## config.mk

```make
export PLATFORM = sky130hd
export DESIGN_NAME = plc_frame_tx
export DESIGN_NICKNAME = d
export VERILOG_FILES = /design/src/rtl/plc_tx_pkg.sv /design/src/rtl/plc_zc_edge.sv /design/src/rtl/plc_interval_watch.sv /design/src/rtl/plc_pulse_gen.sv /design/src/rtl/plc_frame_tx.sv
export SDC_FILE = /design/constraint.sdc
export NUM_CORES = 1
export LEC_CHECK = 0
export CAP_MARGIN = 10
export CORE_MARGIN = 2
export CORE_UTILIZATION = 53
export CTS_CLUSTER_SIZE = 20
export DETAILED_ROUTE_END_ITERATION = 7
export PLACE_DENSITY_LB_ADDON = 0.05
export SLEW_MARGIN = 40
export SYNTH_ARGS = -nofsm -noshare
export SYNTH_HDL_FRONTEND = slang
export SYNTH_SLANG_ARGS = --single-unit
```

## constraint.sdc

```tcl
create_clock -name clk -period 3.85 [get_ports clk]
set_clock_uncertainty 0.15 [all_clocks]
set_input_delay 0.77 -clock clk [delete_from_list [all_inputs] [get_ports clk]]
set_output_delay 0.77 -clock clk [all_outputs]
set_load 0.05 [all_outputs]
```

## src/rtl/plc_tx_pkg.sv

```systemverilog
package plc_tx_pkg;

  typedef enum logic [1:0] {ST_IDLE, ST_SYNC, ST_GAP, ST_SEND} tx_state_e;

  typedef enum logic [1:0] {
    ERR_NONE   = 2'd0,
    ERR_REJECT = 2'd1,
    ERR_SYNC   = 2'd2,
    ERR_FRAME  = 2'd3
  } tx_err_e;

  localparam int SLOTS       = 22;
  localparam int START_SLOTS = 4;
  localparam int CODE_BITS   = 9;

  // Letter index to line pattern; bit 3 goes out first.
  function automatic logic [3:0] house_pattern(input logic [3:0] idx);
    case (idx)
      4'd0:  return 4'b0110;
      4'd1:  return 4'b1110;
      4'd2:  return 4'b0010;
      4'd3:  return 4'b1010;
      4'd4:  return 4'b0001;
      4'd5:  return 4'b1001;
      4'd6:  return 4'b0101;
      4'd7:  return 4'b1101;
      4'd8:  return 4'b0111;
      4'd9:  return 4'b1111;
      4'd10: return 4'b0011;
      4'd11: return 4'b1011;
      4'd12: return 4'b0000;
      4'd13: return 4'b1000;
      4'd14: return 4'b0100;
      default: return 4'b1100;
    endcase
  endfunction

  // Units reuse the letter patterns with a trailing 0; functions carry a trailing 1.
  function automatic logic [4:0] key_pattern(input logic [4:0] k);
    if (k[4]) return {k[3:0], 1'b1};
    return {house_pattern(k[3:0]), 1'b0};
  endfunction

  // Line level for one slot of the frame.
  function automatic logic slot_level(input logic [CODE_BITS-1:0] code, input logic [4:0] slot);
    int j;
    if (int'(slot) < START_SLOTS) return (int'(slot) != START_SLOTS - 1);
    j = (int'(slot) - START_SLOTS) / 2;
    return code[CODE_BITS-1-j] ^ slot[0];
  endfunction

endpackage

```

## src/rtl/plc_zc_edge.sv

```systemverilog
module plc_zc_edge #(
  parameter int STAGES = 2
) (
  input  logic clk,
  input  logic rst,
  input  logic zc_i,
  output logic edge_o
);
  logic [STAGES:0] sh_q;

  always_ff @(posedge clk) begin
    if (rst) sh_q <= '0;
    else     sh_q <= {sh_q[STAGES-1:0], zc_i};
  end

  // Either direction of the synchronised level is a crossing.
  assign edge_o = sh_q[STAGES] ^ sh_q[STAGES-1];
endmodule

```

## src/rtl/plc_interval_watch.sv

```systemverilog
module plc_interval_watch #(
  parameter int MIN_CLKS = 6000,
  parameter int MAX_CLKS = 8500
) (
  input  logic clk,
  input  logic rst,
  input  logic edge_i,
  output logic short_o,
  output logic long_o
);
  localparam int CW = $clog2(MAX_CLKS + 2);

  logic [CW-1:0] cnt_q;

  always_ff @(posedge clk) begin
    if (rst)                          cnt_q <= '0;
    else if (edge_i)                  cnt_q <= CW'(1);
    else if (cnt_q <= CW'(MAX_CLKS))  cnt_q <= cnt_q + 1'b1;
  end

  assign short_o = edge_i && (cnt_q < CW'(MIN_CLKS));
  assign long_o  = (cnt_q > CW'(MAX_CLKS));
endmodule

```

## src/rtl/plc_pulse_gen.sv

```systemverilog
module plc_pulse_gen #(
  parameter int PULSE_CLKS = 1000
) (
  input  logic clk,
  input  logic rst,
  input  logic fire_i,
  input  logic kill_i,
  output logic carrier_o
);
  localparam int PW = $clog2(PULSE_CLKS + 1);

  logic [PW-1:0] left_q;
  logic          on_q;

  always_ff @(posedge clk) begin
    if (rst || kill_i) begin
      left_q <= '0;
      on_q   <= 1'b0;
    end else if (fire_i) begin
      left_q <= PW'(PULSE_CLKS - 1);
      on_q   <= 1'b1;
    end else if (left_q != '0) begin
      left_q <= left_q - 1'b1;
    end else begin
      on_q   <= 1'b0;
    end
  end

  assign carrier_o = on_q;

  AST_NO_REFIRE: assert property (@(posedge clk) disable iff (rst)
    fire_i |-> (left_q == '0)) else $error("pulse restarted while running");
endmodule

```

## src/rtl/plc_frame_tx.sv

```systemverilog
module plc_frame_tx
  import plc_tx_pkg::*;
#(
  parameter int CLK_KHZ    = 1000,
  parameter bit MAINS_50HZ = 1'b0,
  parameter int SYNC_TRIES = 10,
  parameter int GAP_EDGES  = 6
) (
  input  logic       clk,
  input  logic       rst,
  input  logic       zc_i,
  input  logic       rx_busy_i,
  input  logic       req_valid_i,
  output logic       req_ready_o,
  input  logic [7:0] req_house_i,
  input  logic [7:0] req_key_i,
  input  logic [7:0] req_reps_i,
  output logic       carrier_o,
  output logic       active_o,
  output logic       done_o,
  output logic       err_o,
  output logic [1:0] err_code_o
);
  localparam int PULSE_CLKS = CLK_KHZ;
  localparam int MIN_CLKS   = MAINS_50HZ ? (72 * CLK_KHZ) / 10  : 6 * CLK_KHZ;
  localparam int MAX_CLKS   = MAINS_50HZ ? (102 * CLK_KHZ) / 10 : (17 * CLK_KHZ) / 2;
  localparam int TMO_CLKS   = 250 * CLK_KHZ;
  localparam int TMO_W      = $clog2(TMO_CLKS);
  localparam int TRY_W      = $clog2(SYNC_TRIES + 1);
  localparam int GAP_W      = $clog2(GAP_EDGES + 1);

  tx_state_e             st_q;
  logic [TMO_W-1:0]      tmo_q;
  logic [TRY_W-1:0]      tries_q;
  logic [GAP_W-1:0]      gap_q;
  logic [4:0]            slot_q;
  logic [7:0]            rep_q, reps_q;
  logic [CODE_BITS-1:0]  code_q;
  logic                  done_q, err_q;
  logic [1:0]            ecode_q;

  logic zc_edge, too_short, too_long, fault, framing;
  logic accept, bad_req, last_slot, gap_end, fire, fire_level;
  logic [4:0] next_slot;

  plc_zc_edge #(.STAGES(2)) u_edge (
    .clk(clk), .rst(rst), .zc_i(zc_i), .edge_o(zc_edge)
  );

  plc_interval_watch #(.MIN_CLKS(MIN_CLKS), .MAX_CLKS(MAX_CLKS)) u_watch (
    .clk(clk), .rst(rst), .edge_i(zc_edge), .short_o(too_short), .long_o(too_long)
  );

  assign req_ready_o = (st_q == ST_IDLE) && !rx_busy_i;
  assign accept      = req_valid_i && req_ready_o;
  assign bad_req     = (req_house_i >= 8'd16) || (req_key_i >= 8'd32);
  assign framing     = (st_q == ST_GAP) || (st_q == ST_SEND);
  assign fault       = framing && (too_short || too_long);
  assign last_slot   = (slot_q == 5'(SLOTS - 1)) && (rep_q == reps_q - 8'd1);
  assign gap_end     = (gap_q == GAP_W'(GAP_EDGES - 1));
  assign next_slot   = (st_q == ST_GAP || slot_q == 5'(SLOTS - 1)) ? 5'd0 : slot_q + 5'd1;
  assign fire_level  = slot_level(code_q, next_slot);
  assign fire        = zc_edge && !fault && fire_level &&
                       (((st_q == ST_GAP) && gap_end && (reps_q != 8'd0)) ||
                        ((st_q == ST_SEND) && !last_slot));

  plc_pulse_gen #(.PULSE_CLKS(PULSE_CLKS)) u_pulse (
    .clk(clk), .rst(rst), .fire_i(fire), .kill_i(fault), .carrier_o(carrier_o)
  );

  always_ff @(posedge clk) begin
    if (rst) begin
      st_q    <= ST_IDLE;
      tmo_q   <= '0;
      tries_q <= '0;
      gap_q   <= '0;
      slot_q  <= '0;
      rep_q   <= '0;
      reps_q  <= '0;
      code_q  <= '0;
      done_q  <= 1'b0;
      err_q   <= 1'b0;
      ecode_q <= ERR_NONE;
    end else begin
      done_q <= 1'b0;
      err_q  <= 1'b0;
      case (st_q)
        ST_IDLE: if (accept) begin
          if (bad_req) begin
            done_q  <= 1'b1;
            err_q   <= 1'b1;
            ecode_q <= ERR_REJECT;
          end else begin
            code_q  <= {house_pattern(req_house_i[3:0]), key_pattern(req_key_i[4:0])};
            reps_q  <= req_reps_i;
            tmo_q   <= '0;
            tries_q <= '0;
            st_q    <= ST_SYNC;
          end
        end
        ST_SYNC: begin
          if (zc_edge) begin
            gap_q <= '0;
            st_q  <= ST_GAP;
          end else if (tmo_q == TMO_W'(TMO_CLKS - 1)) begin
            tmo_q <= '0;
            if (tries_q == TRY_W'(SYNC_TRIES - 1)) begin
              st_q    <= ST_IDLE;
              done_q  <= 1'b1;
              err_q   <= 1'b1;
              ecode_q <= ERR_SYNC;
            end else begin
              tries_q <= tries_q + 1'b1;
            end
          end else begin
            tmo_q <= tmo_q + 1'b1;
          end
        end
        ST_GAP, ST_SEND: begin
          if (fault) begin
            st_q    <= ST_IDLE;
            done_q  <= 1'b1;
            err_q   <= 1'b1;
            ecode_q <= ERR_FRAME;
          end else if (zc_edge) begin
            if (st_q == ST_GAP && !gap_end) begin
              gap_q <= gap_q + 1'b1;
            end else if ((st_q == ST_GAP && reps_q == 8'd0) || (st_q == ST_SEND && last_slot)) begin
              st_q    <= ST_IDLE;
              done_q  <= 1'b1;
              ecode_q <= ERR_NONE;
            end else begin
              if (st_q == ST_GAP)                     rep_q <= '0;
              else if (slot_q == 5'(SLOTS - 1))       rep_q <= rep_q + 8'd1;
              slot_q <= next_slot;
              st_q   <= ST_SEND;
            end
          end
        end
        default: st_q <= ST_IDLE;
      endcase
    end
  end

  assign active_o   = (st_q != ST_IDLE);
  assign done_o     = done_q;
  assign err_o      = err_q;
  assign err_code_o = ecode_q;

  AST_CARRIER_IN_FRAME: assert property (@(posedge clk) disable iff (rst)
    carrier_o |-> (st_q == ST_SEND)) else $error("carrier outside frame");
  AST_REFUSE_BAD: assert property (@(posedge clk) disable iff (rst)
    (accept && bad_req) |=> (done_o && err_o && err_code_o == ERR_REJECT && !active_o)) else $error("bad request not refused");
  AST_FRAME_ABORT: assert property (@(posedge clk) disable iff (rst)
    fault |=> (done_o && err_o && err_code_o == ERR_FRAME && !carrier_o)) else $error("interval fault not handled");
  AST_HOLD_WHEN_BUSY: assert property (@(posedge clk) disable iff (rst)
    (st_q == ST_IDLE && rx_busy_i) |=> (st_q == ST_IDLE)) else $error("started while receiver busy");
  AST_DONE_IDLE: assert property (@(posedge clk) disable iff (rst)
    done_o |-> !active_o) else $error("done while still active");
endmodule

```

== Word level (Yosys, flattened, before mapping) ==
Memories as Yosys holds them, arrays and structs flattened. A register that Yosys moved wholly into a read port is not among the register bits.
Cells that the tools add are included.

* Memory bits (read-only): 128
* Output and inout bits: 7
* Latch bits: 0
* Register bits: 89
* Word-level logic and storage cells: 186
* Memories kept: 2
* Input bits: 29
* Memory bits (writable): 0

{| class="wikitable"
|+ Memory list
! name !! words !! bits a word !! read ports !! clocked after Yosys merged registers in !! write ports !! RTL line !! source
|-
| (no name shown) || 16 || 4 || 1 || 1 || 0 || plc_tx_pkg.sv:18 || <nowiki>case (idx)</nowiki>
|-
| (no name shown) || 16 || 4 || 1 || 0 || 0 || plc_tx_pkg.sv:18 ||
|}

* $lt $le $gt $ge: 7
* Div/mod/pow operators: 0
* Reduce and logical (&&, ||, !) cells: 46
* Mux-type cells: 70
* Shift operators: 0
* Equal/unequal tests: 26
* $mul: 0
* Add/subtract/negate cells: 11
* Bitwise logic cells: 7

{| class="wikitable"
|+ Operator list
! operator !! count
|-
| 2-to-1 mux 18 bit || 4
|-
| 2-to-1 mux 2 bit || 18
|-
| case mux 18 bit (2 select lines) || 1
|-
| adder 32 x 1 -> 32 bit || 1
|-
| less-than comparator 32 x 6 -> 1 bit, second input constant || 1
|-
| subtractor 5 x 32 -> 32 bit, first input constant || 1
|-
| 2-to-1 mux 1 bit || 24
|-
| 2-to-1 mux 10 bit || 2
|-
| 2-to-1 mux 4 bit || 5
|-
| != test 2 bit, second input constant || 10
|-
| adder 18 x 1 -> 18 bit, second input constant || 1
|-
| equality test 18 bit, second input constant || 1
|-
| AND reduction 6 bit || 3
|-
| 2-to-1 mux 8 bit || 2
|-
| 2-to-1 mux 5 bit || 3
|-
| adder 14 x 1 -> 14 bit, second input constant || 1
|-
| greater-than comparator 14 bit, second input constant || 1
|-
| <= comparator 14 bit, second input constant || 1
|-
| logical AND 1 bit || 14
|-
| less-than comparator 14 x 13 -> 1 bit, second input constant || 1
|-
| 2-to-1 mux 3 bit || 4
|-
| case mux 2 bit (3 select lines) || 2
|-
| nonzero test 2 bit || 6
|-
| AND reduction 5 bit || 2
|-
| 37 further kinds || 58
|}

== Logic depth before layout (Yosys ltp) ==
Gate-level depths: netlist (run 1).

* Depth in word-level cells: 15
* Depth in mapped cells: 19
* Depth with buffers taken out: 17

== Hierarchy ==
A second synthesis (run 1) with hierarchy kept.

* Cell total of the unflattened synthesis: 620
* Area, all modules: 5056.1 um^2

{| class="wikitable"
|+ By module, submodules not included
! module !! cells an instance !! sequential area each (um^2) !! instances !! area each (um^2)
|-
| plc_frame_tx || 463 || 1221.2 || 1 || 3677.3
|-
| plc_interval_watch || 91 || 280.3 || 1 || 715.7
|-
| plc_pulse_gen || 59 || 220.2 || 1 || 575.6
|-
| plc_zc_edge || 7 || 60.1 || 1 || 87.6
|}

== Worst setup path after synthesis (run 1) ==
OpenSTA, ideal clock, no wires.

* Path type: register to register
* Start: reg slot_q[1]
* End: reg u_pulse.left_q[4]
* Path slack: 0.245 ns
* Stages on the path, launching flop included: 16
* Arrival: 3.375 ns
* Setup time: 0.080 ns
* Period minus slack after synthesis: 3.605 ns
* Data required time: 3.620 ns
* Path through: dfxtp_1 > inv_1 > ha_1 > and4b_1 > clkbuf_1 > or2_2 > nor3_1 > nand3_1 > ha_1 > mux4_2 > and2_1 > o31a_1 > xor2_1 > o211ai_1 > buf_4 > nor3b_1

* Cells in the longest elaborated chain, start to end: 15
* Elaborated cells on any way between the ends: 24

{| class="wikitable"
|+ Ends and longest elaborated chain
! element !! RTL line !! source
|-
| start, declared || plc_frame_tx.sv:36 || <nowiki>logic [4:0] slot_q;</nowiki>
|-
| start signal, assigned || plc_frame_tx.sv:135 || <nowiki>slot_q <= next_slot;</nowiki>
|-
| parallel branches: the longest is 13 deep, another holds adder 32 x 1 -> 32 bit || n/a ||
|-
| logical AND 1 bit (*) || plc_frame_tx.sv:63 || <nowiki>assign fire = zc_edge && !fault && fire_level &&</nowiki>
|-
| OR reduction 2 bit (no line) (*) || n/a ||
|-
| end signal, assigned || plc_pulse_gen.sv:20 || <nowiki>left_q <= PW'(PULSE_CLKS - 1);</nowiki>
|-
| end signal, assigned || plc_pulse_gen.sv:23 || <nowiki>left_q <= left_q - 1'b1;</nowiki>
|-
| end, declared || plc_pulse_gen.sv:12 || <nowiki>logic [PW-1:0] left_q;</nowiki>
|}

Every way passes the cells marked *. The select of a mux whose other input is x is not followed.
A chain may end at the register's enable or synchronous reset.

== Worst setup path after layout (run 1) ==
Same ends and word-level chain as after synthesis.

==> flow_metrics.env, run 1 <==
export IMPL_status="finished, final reports clean"
export IMPL_die_h_microns=99.0
export IMPL_io_pins=36
export IMPL_ys_types=67
export IMPL_cts_clk_slew_worst_paths_ns=0.09
export IMPL_crit_chain="inv_1, ha_1, and4b_1, or2_4, nor3_2, nand3_1, ha_4, mux4_2, and2_1, o31a_1, xor2_1, o211ai_1, buf_4, nor3b_1"
export IMPL_utilization=0.623
export IMPL_max_cap_viol_count=0
export IMPL_ys_warn_count=0
export IMPL_cts_sinks=89
export IMPL_p_clk_frac=0.214
export IMPL_gp_congestion=0.851
export IMPL_worstMarginPinSlew_ns=0.637
export IMPL_cts_root_buffer="clkbuf_8"
export IMPL_antenna_left=0
export IMPL_fmax_ghz=0.274
export IMPL_drive_gt1_frac=0.0743
export IMPL_synth_seq_area_share=0.372
export IMPL_fillers=784
export IMPL_placed_area_sq_um=5210
export IMPL_synth_area_per_cell_sq_um=8.37
export IMPL_cp_arrival_ns=3.77
export IMPL_seqPwrFrac=0.382
export IMPL_grt_pass1_wl_microns=17300
export IMPL_power_leakage_uw=0.00194
export IMPL_grt_pass1_vias=3929
export IMPL_synth_edf_count=0
export IMPL_synth_top_area_frac=0.372
export IMPL_timing_hold_violations_final=0
export IMPL_viasPerCell=5.69
export IMPL_critPathMaxFanout=6
export IMPL_worstSetupStartpointType="flop"
export IMPL_ys_top_cells_by_area="dfxtp_1 (37%), xnor2_1 (5.9%), ha_1 (5.8%)"
export IMPL_synth_commonest_cells="dfxtp_1 (89), nand2_1 (70), nor2_1 (56), a21oi_1 (46), xnor2_1 (32)"
export IMPL_diodes=0
export IMPL_critPathSlowestCell="mux4_2"
export IMPL_hp_class="flop to flop"
export IMPL_synth_cell_area_sq_um=4790
export IMPL_die_area_sq_um=9810
export IMPL_numCtsBuffers=9
export IMPL_vias=4065
export IMPL_ys_seq_elements=89
export IMPL_comb_power_share=0.404
export IMPL_synth_area_leader_cell="dfxtp_1"
export IMPL_cpPeakStageDelay_ns=0.47
export IMPL_fp_dieW_microns=99.0
export IMPL_final_area_sq_um=5430
export IMPL_multi_input_area_sq_um=2840
export IMPL_max_clock_path_buffers=2
export IMPL_synth_flop_cell="dfxtp_1"
export IMPL_finalCritPeriodShare=0.947
export IMPL_swShare=0.347
export IMPL_insertion_delay_ns=0.35
export IMPL_antenna_found_initial=0
export IMPL_portBuffers=35
export IMPL_syn_to_final_growth_pct=13.5
export IMPL_p_per_area_nw_per_um2=499
export IMPL_synthesis_nets=623
export IMPL_internal_power_uw=1770
export IMPL_grt_max_degree=46
export IMPL_critPathCaptureType="flop"
export IMPL_wl_per_cell_microns=14.3
export IMPL_drt_iter0_drc=140
export IMPL_regArea_sq_um=1780
export IMPL_switchingPower_uw=942
export IMPL_totalWireLength_microns=10200
export IMPL_async_flop_share=0
export IMPL_finalNetCount=653
export IMPL_start_util=0.549
export IMPL_grt_usage=0.213
export IMPL_cts_tree="done"
export IMPL_syn_inst=572
export IMPL_ir_drop_mv=0.413
export IMPL_whs_ns=0.294
export IMPL_power_total_uw=2710
export IMPL_hpwlAfterDp_microns=7430
export IMPL_slew_headroom=0.575
export IMPL_layout_min_cycle_time_ns=3.65
export IMPL_row_count=34
export IMPL_core_area_sq_um=8720
export IMPL_drc_errors=0
export IMPL_grt_overflow_total=0
export IMPL_drt_first_pass_iters=5
export IMPL_cp_required_ns=3.98
export IMPL_path_class="flop to flop"
export IMPL_final_max_slew_violation_count=0
export IMPL_htree_levels=3
export IMPL_setup_viol=0
export IMPL_fin_setup_tns_ns=0
export IMPL_yosysMostFrequentCell="dfxtp_1"
==> state kept, by name (all words and copies together), names as in the netlist <==
signal and cells:
code_q 9, done_o 1, err_code_o 2, err_o 1, gap_q 3, rep_q 8, reps_q 8, slot_q 5
st_q 2, tmo_q 18, tries_q 4, u_edge.sh_q 3, u_pulse.carrier_o 1, u_pulse.left_q 10, u_watch.cnt_q 14
==> per-stage QoR <==
stage,worst slack [ns],cells
after global routing,-0.00756,714
after detailed placement,0.106,698
after floorplan,0.245,572
final,0.203,714
after CTS,0.0912,713
after global placement,0.194,698
==> layout by cell type (no fill, tap or decap), types with 4 or more instances in the layout <==
cell | synthesis | layout
a211oi_1 | 4 | 4
a21oi_1 | 46 | 46
a32o_1 | 6 | 6
and2_1 | 4 | 4
and3_1 | 4 | 4
buf_4 | 3 | 7
clkbuf_8 | 0 | 10
clkdlybuf4s50_1 | 0 | 35
clkinvlp_4 | 0 | 4
dfxtp_1 | 89 | 88
ha_1 | 22 | 20
inv_1 | 24 | 24
mux2i_1 | 8 | 8
nand2_1 | 70 | 70
nand2b_1 | 4 | 4
nand3_1 | 17 | 17
nand4_1 | 11 | 11
nand4b_1 | 4 | 4
nor2_1 | 56 | 54
nor2b_1 | 8 | 8
nor3_1 | 26 | 25
nor4_1 | 7 | 7
nor4b_1 | 4 | 4
o21ai_0 | 16 | 16
or3_1 | 11 | 11
xnor2_1 | 32 | 32
xor2_1 | 18 | 18
==> power groups by stage <==
| stage | combinational (uW) | sequential [uW] | clock (uW) |
|---|---|---|---|
| detailed placement | 1100 | 1060 | 0 |
| floorplan | 955 | 1050 | 0 |
| CTS | 1110 | 1040 | 597 |
| finish | 1100 | 1040 | 581 |
| global route | 1240 | 1050 | 639 |
| global placement | 1080 | 1060 | 0 |
==> logic make-up after synthesis <==
family                   count (synthesis)  synth area share
AO/OA/AOI/OAI                           99             0.127
XOR/XNOR                                51            0.0964
adder cells (fa/ha/maj)                 22            0.0575
buffers and inverters                   48            0.0426
flip-flops                              89             0.372
multiplexers                            10            0.0261
AND/OR/NAND/NOR                        253             0.278
==> final cells by class <==
class	count	area share
clock buffer	11	0.0260
clock inverter	4	0.00553
inverter	24	0.0166
multi-input combinational	435	0.524
sequential	89	0.328
tap	108	0.0249
timing repair buffer	43	0.0751
==> final timing paths <==
path                                          to  slack (ns)  cells after the start                 startpoint
hold / removal         u_edge.sh_q[1]$_SDFF_PP0_        0.29                      1  u_edge.sh_q[0]$_SDFF_PP0_
setup / recovery  u_pulse.left_q[4]$_SDFFE_PP0N_        0.20                     14     slot_q[1]$_SDFFE_PP0P_
hold reg to reg        u_edge.sh_q[1]$_SDFF_PP0_        0.29                      1  u_edge.sh_q[0]$_SDFF_PP0_
setup reg to reg  u_pulse.left_q[4]$_SDFFE_PP0N_        0.20                     14     slot_q[1]$_SDFFE_PP0P_
==> worst max-delay path, delay by kind of cell, from the launching register on <==
family	cells	cell delay, ns
compound gates	2	0.53
mux	1	0.47
flops	1	0.36
xor+xnor	1	0.14
simple gates	6	1.15
fa+ha+maj	2	0.50
buf+inv	2	0.26
==> repair_timing <==
item,CTS,global route
hold buffers,0,0
gates resized for setup,0,9
buffers inserted,0,0
endpoints found under the setup margin,0,11
==> metal layers <==
metal  track usage  vias to the layer above  wire length [microns]
met5             0                        -                      0
met4        0.0506                        0                    102
met3        0.0440                        8                    372
met2         0.369                       72                   4850
met1         0.271                     1916                   4850
li1              -                     2069                      -
Power figures use the tool's default switching activity.
==> run 2: changes to the inputs <==
Settings changed: MAX_ROUTING_LAYER set to met4.
==> flow_metrics.env, run 2 (synthesis gave the netlist of run 1 again) <==
export IMPL_status="finished, final reports clean"
export IMPL_max_cap_viol_count=0
export IMPL_met2_usage=0.368
export IMPL_timing_critical_path_to="u_pulse.left_q[4]$_SDFFE_PP0N_"
export IMPL_grt_overflow_total=0
export IMPL_rrSetupSlack_ns=0.21
export IMPL_setup_viol=0
export IMPL_met3_usage=0.0440
export IMPL_globalRouteMet1Util=0.273
export IMPL_antenna_left=0
export IMPL_portBuffers=35
export IMPL_start_util=0.549
export IMPL_drive_gt1_frac=0.0743
export IMPL_core_area_sq_um=8720
export IMPL_gp_congestion=0.864
export IMPL_critPathMaxFanout=6
export IMPL_cts_sinks=89
export IMPL_io_pins=36
export IMPL_final_common_cell="dfxtp_1"
export IMPL_layout_min_cycle_time_ns=3.64
export IMPL_top_regs="tmo_q: 18 flops, u_watch.cnt_q: 14 flops, u_pulse.left_q: 10 flops"
export IMPL_row_count=34
export IMPL_utilization=0.623
export IMPL_regToRegStartpoint="slot_q[1]$_SDFFE_PP0P_"
export IMPL_hold_path_startpoint="u_edge.sh_q[0]$_SDFF_PP0_"
export IMPL_max_clock_path_buffers=2
export IMPL_final_max_slew_violation_count=0
export IMPL_finalNetCount=653
export IMPL_cts_tree="done"
export IMPL_antenna_found_initial=0
export IMPL_r2r_end="u_pulse.left_q[4]$_SDFFE_PP0N_"
export IMPL_insertion_delay_ns=0.35
export IMPL_worstSetupStartpointType="flop"
export IMPL_cts_root_buffer="clkbuf_8"
export IMPL_htree_levels=3
export IMPL_fmax_ghz=0.275
export IMPL_vias=4068
export IMPL_diodes=0
export IMPL_die_area_sq_um=9810
export IMPL_cts_hold_buf=0
export IMPL_critPathCaptureType="flop"
export IMPL_dpl_cell_count=698
export IMPL_final_cell_mix="dfxtp_1 (88), nand2_1 (70), nor2_1 (54)"
export IMPL_cp_required_ns=3.98
export IMPL_ir_drop_mv=0.413
export IMPL_post_cts_buffers=0
export IMPL_grt_pass1_vias=3921
export IMPL_power_leakage_uw=0.00194
export IMPL_largest_register="tmo_q"
export IMPL_timing_hold_violations_final=0
export IMPL_rr_worst_depth=14
export IMPL_hp_class="flop to flop"
export IMPL_grt_max_degree=46
export IMPL_syn_to_final_growth_pct=13.5
export IMPL_viasPerCell=5.70
export IMPL_cts_clk_slew_worst_paths_ns=0.09
export IMPL_grt_usage=0.219
export IMPL_drc_errors=0
export IMPL_finalCritPeriodShare=0.946
export IMPL_wl_per_cell_microns=14.3
export IMPL_largest_reg_flops=18
export IMPL_cp_arrival_ns=3.77
export IMPL_power_total_uw=2720
export IMPL_path_class="flop to flop"
export IMPL_hold_depth=1
export IMPL_fillers=784
export IMPL_layout_cells_non_filler=714
export IMPL_slew_headroom=0.565
export IMPL_fp_dieW_microns=99.0
export IMPL_worstMarginPinSlew_ns=0.652
export IMPL_numCtsBuffers=9
export IMPL_hpwlAfterDp_microns=7430
export IMPL_drt_first_pass_iters=5
export IMPL_die_h_microns=99.0
export IMPL_critPathLaunch="slot_q[1]$_SDFFE_PP0P_"
export IMPL_grt_busiest_layer="met2"
export IMPL_fin_setup_tns_ns=0
export IMPL_totalWireLength_microns=10200
export IMPL_grt_pass1_wl_microns=17400
export IMPL_drt_iter0_drc=158
export IMPL_p_per_area_nw_per_um2=500
-- run 2: cell counts in the layout (fill, tap and decap cells not counted) --
No cell type changed its count.
-- run 2: repair_timing --
item	4_1_cts	5_1_grt
endpoints found under the hold margin	0	0
endpoints found under the setup margin	0	11
gates resized for setup	0	9
-- run 2: through the flow --
step                      setup slack (ns)  instance area (sq um)  hold WS (ns)
after global placement               0.194                   5210         0.269
after CTS                           0.0912                   5380         0.298
after global routing              -0.00690                   5430         0.320
after floorplan                      0.245                   4790         0.264
after detailed placement             0.106                   5210         0.279
final                                0.207                   5430         0.293
-- run 2: worst min path at each step --
stage	to	slack, ns
5_1_grt	u_edge.sh_q[1]$_SDFF_PP0_	0.32
4_1_cts	u_edge.sh_q[1]$_SDFF_PP0_	0.30
3_5_place_dp	u_edge.sh_q[1]$_SDFF_PP0_	0.28
3_3_place_gp	u_edge.sh_q[1]$_SDFF_PP0_	0.27
2_1_floorplan	u_edge.sh_q[1]$_SDFF_PP0_	0.26
6_report	u_edge.sh_q[1]$_SDFF_PP0_	0.29
-- run 2: report_power, final --
group	switching [uW]	internal, uW
clock	335	249
combinational	567	529
sequential	44.0	992
-- run 2: layout make-up --
type / count / area [sq um] / share of cell area
multi-input cells: 435 / 2840 / 0.524
flip-flops and latches: 89 / 1780 / 0.328
repair buffers: 43 / 408 / 0.0751
clock buffers: 11 / 141 / 0.0260
well taps: 108 / 135 / 0.0249
inverters: 24 / 90.1 / 0.0166
clock inverters: 4 / 30.0 / 0.00553
-- run 2: worst max-delay path, cell delays in order (launching register included) --
cell	delay [ns]
dfxtp_1	0.36
inv_1	0.07
ha_1	0.17
and4b_1	0.20
or2_4	0.27
nor3_2	0.20
nand3_1	0.15
ha_4	0.33
mux4_2	0.47
and2_1	0.16
o31a_1	0.28
xor2_1	0.14
o211ai_1	0.25
buf_4	0.19
nor3b_1	0.17
-- run 2: metal layers --
| layer | routed length (microns) | vias up |
|---|---|---|
| met5 | 0 | - |
| met4 | 101 | 0 |
| met3 | 371 | 8 |
| met2 | 4880 | 66 |
| met1 | 4840 | 1928 |
| li1 | - | 2066 |
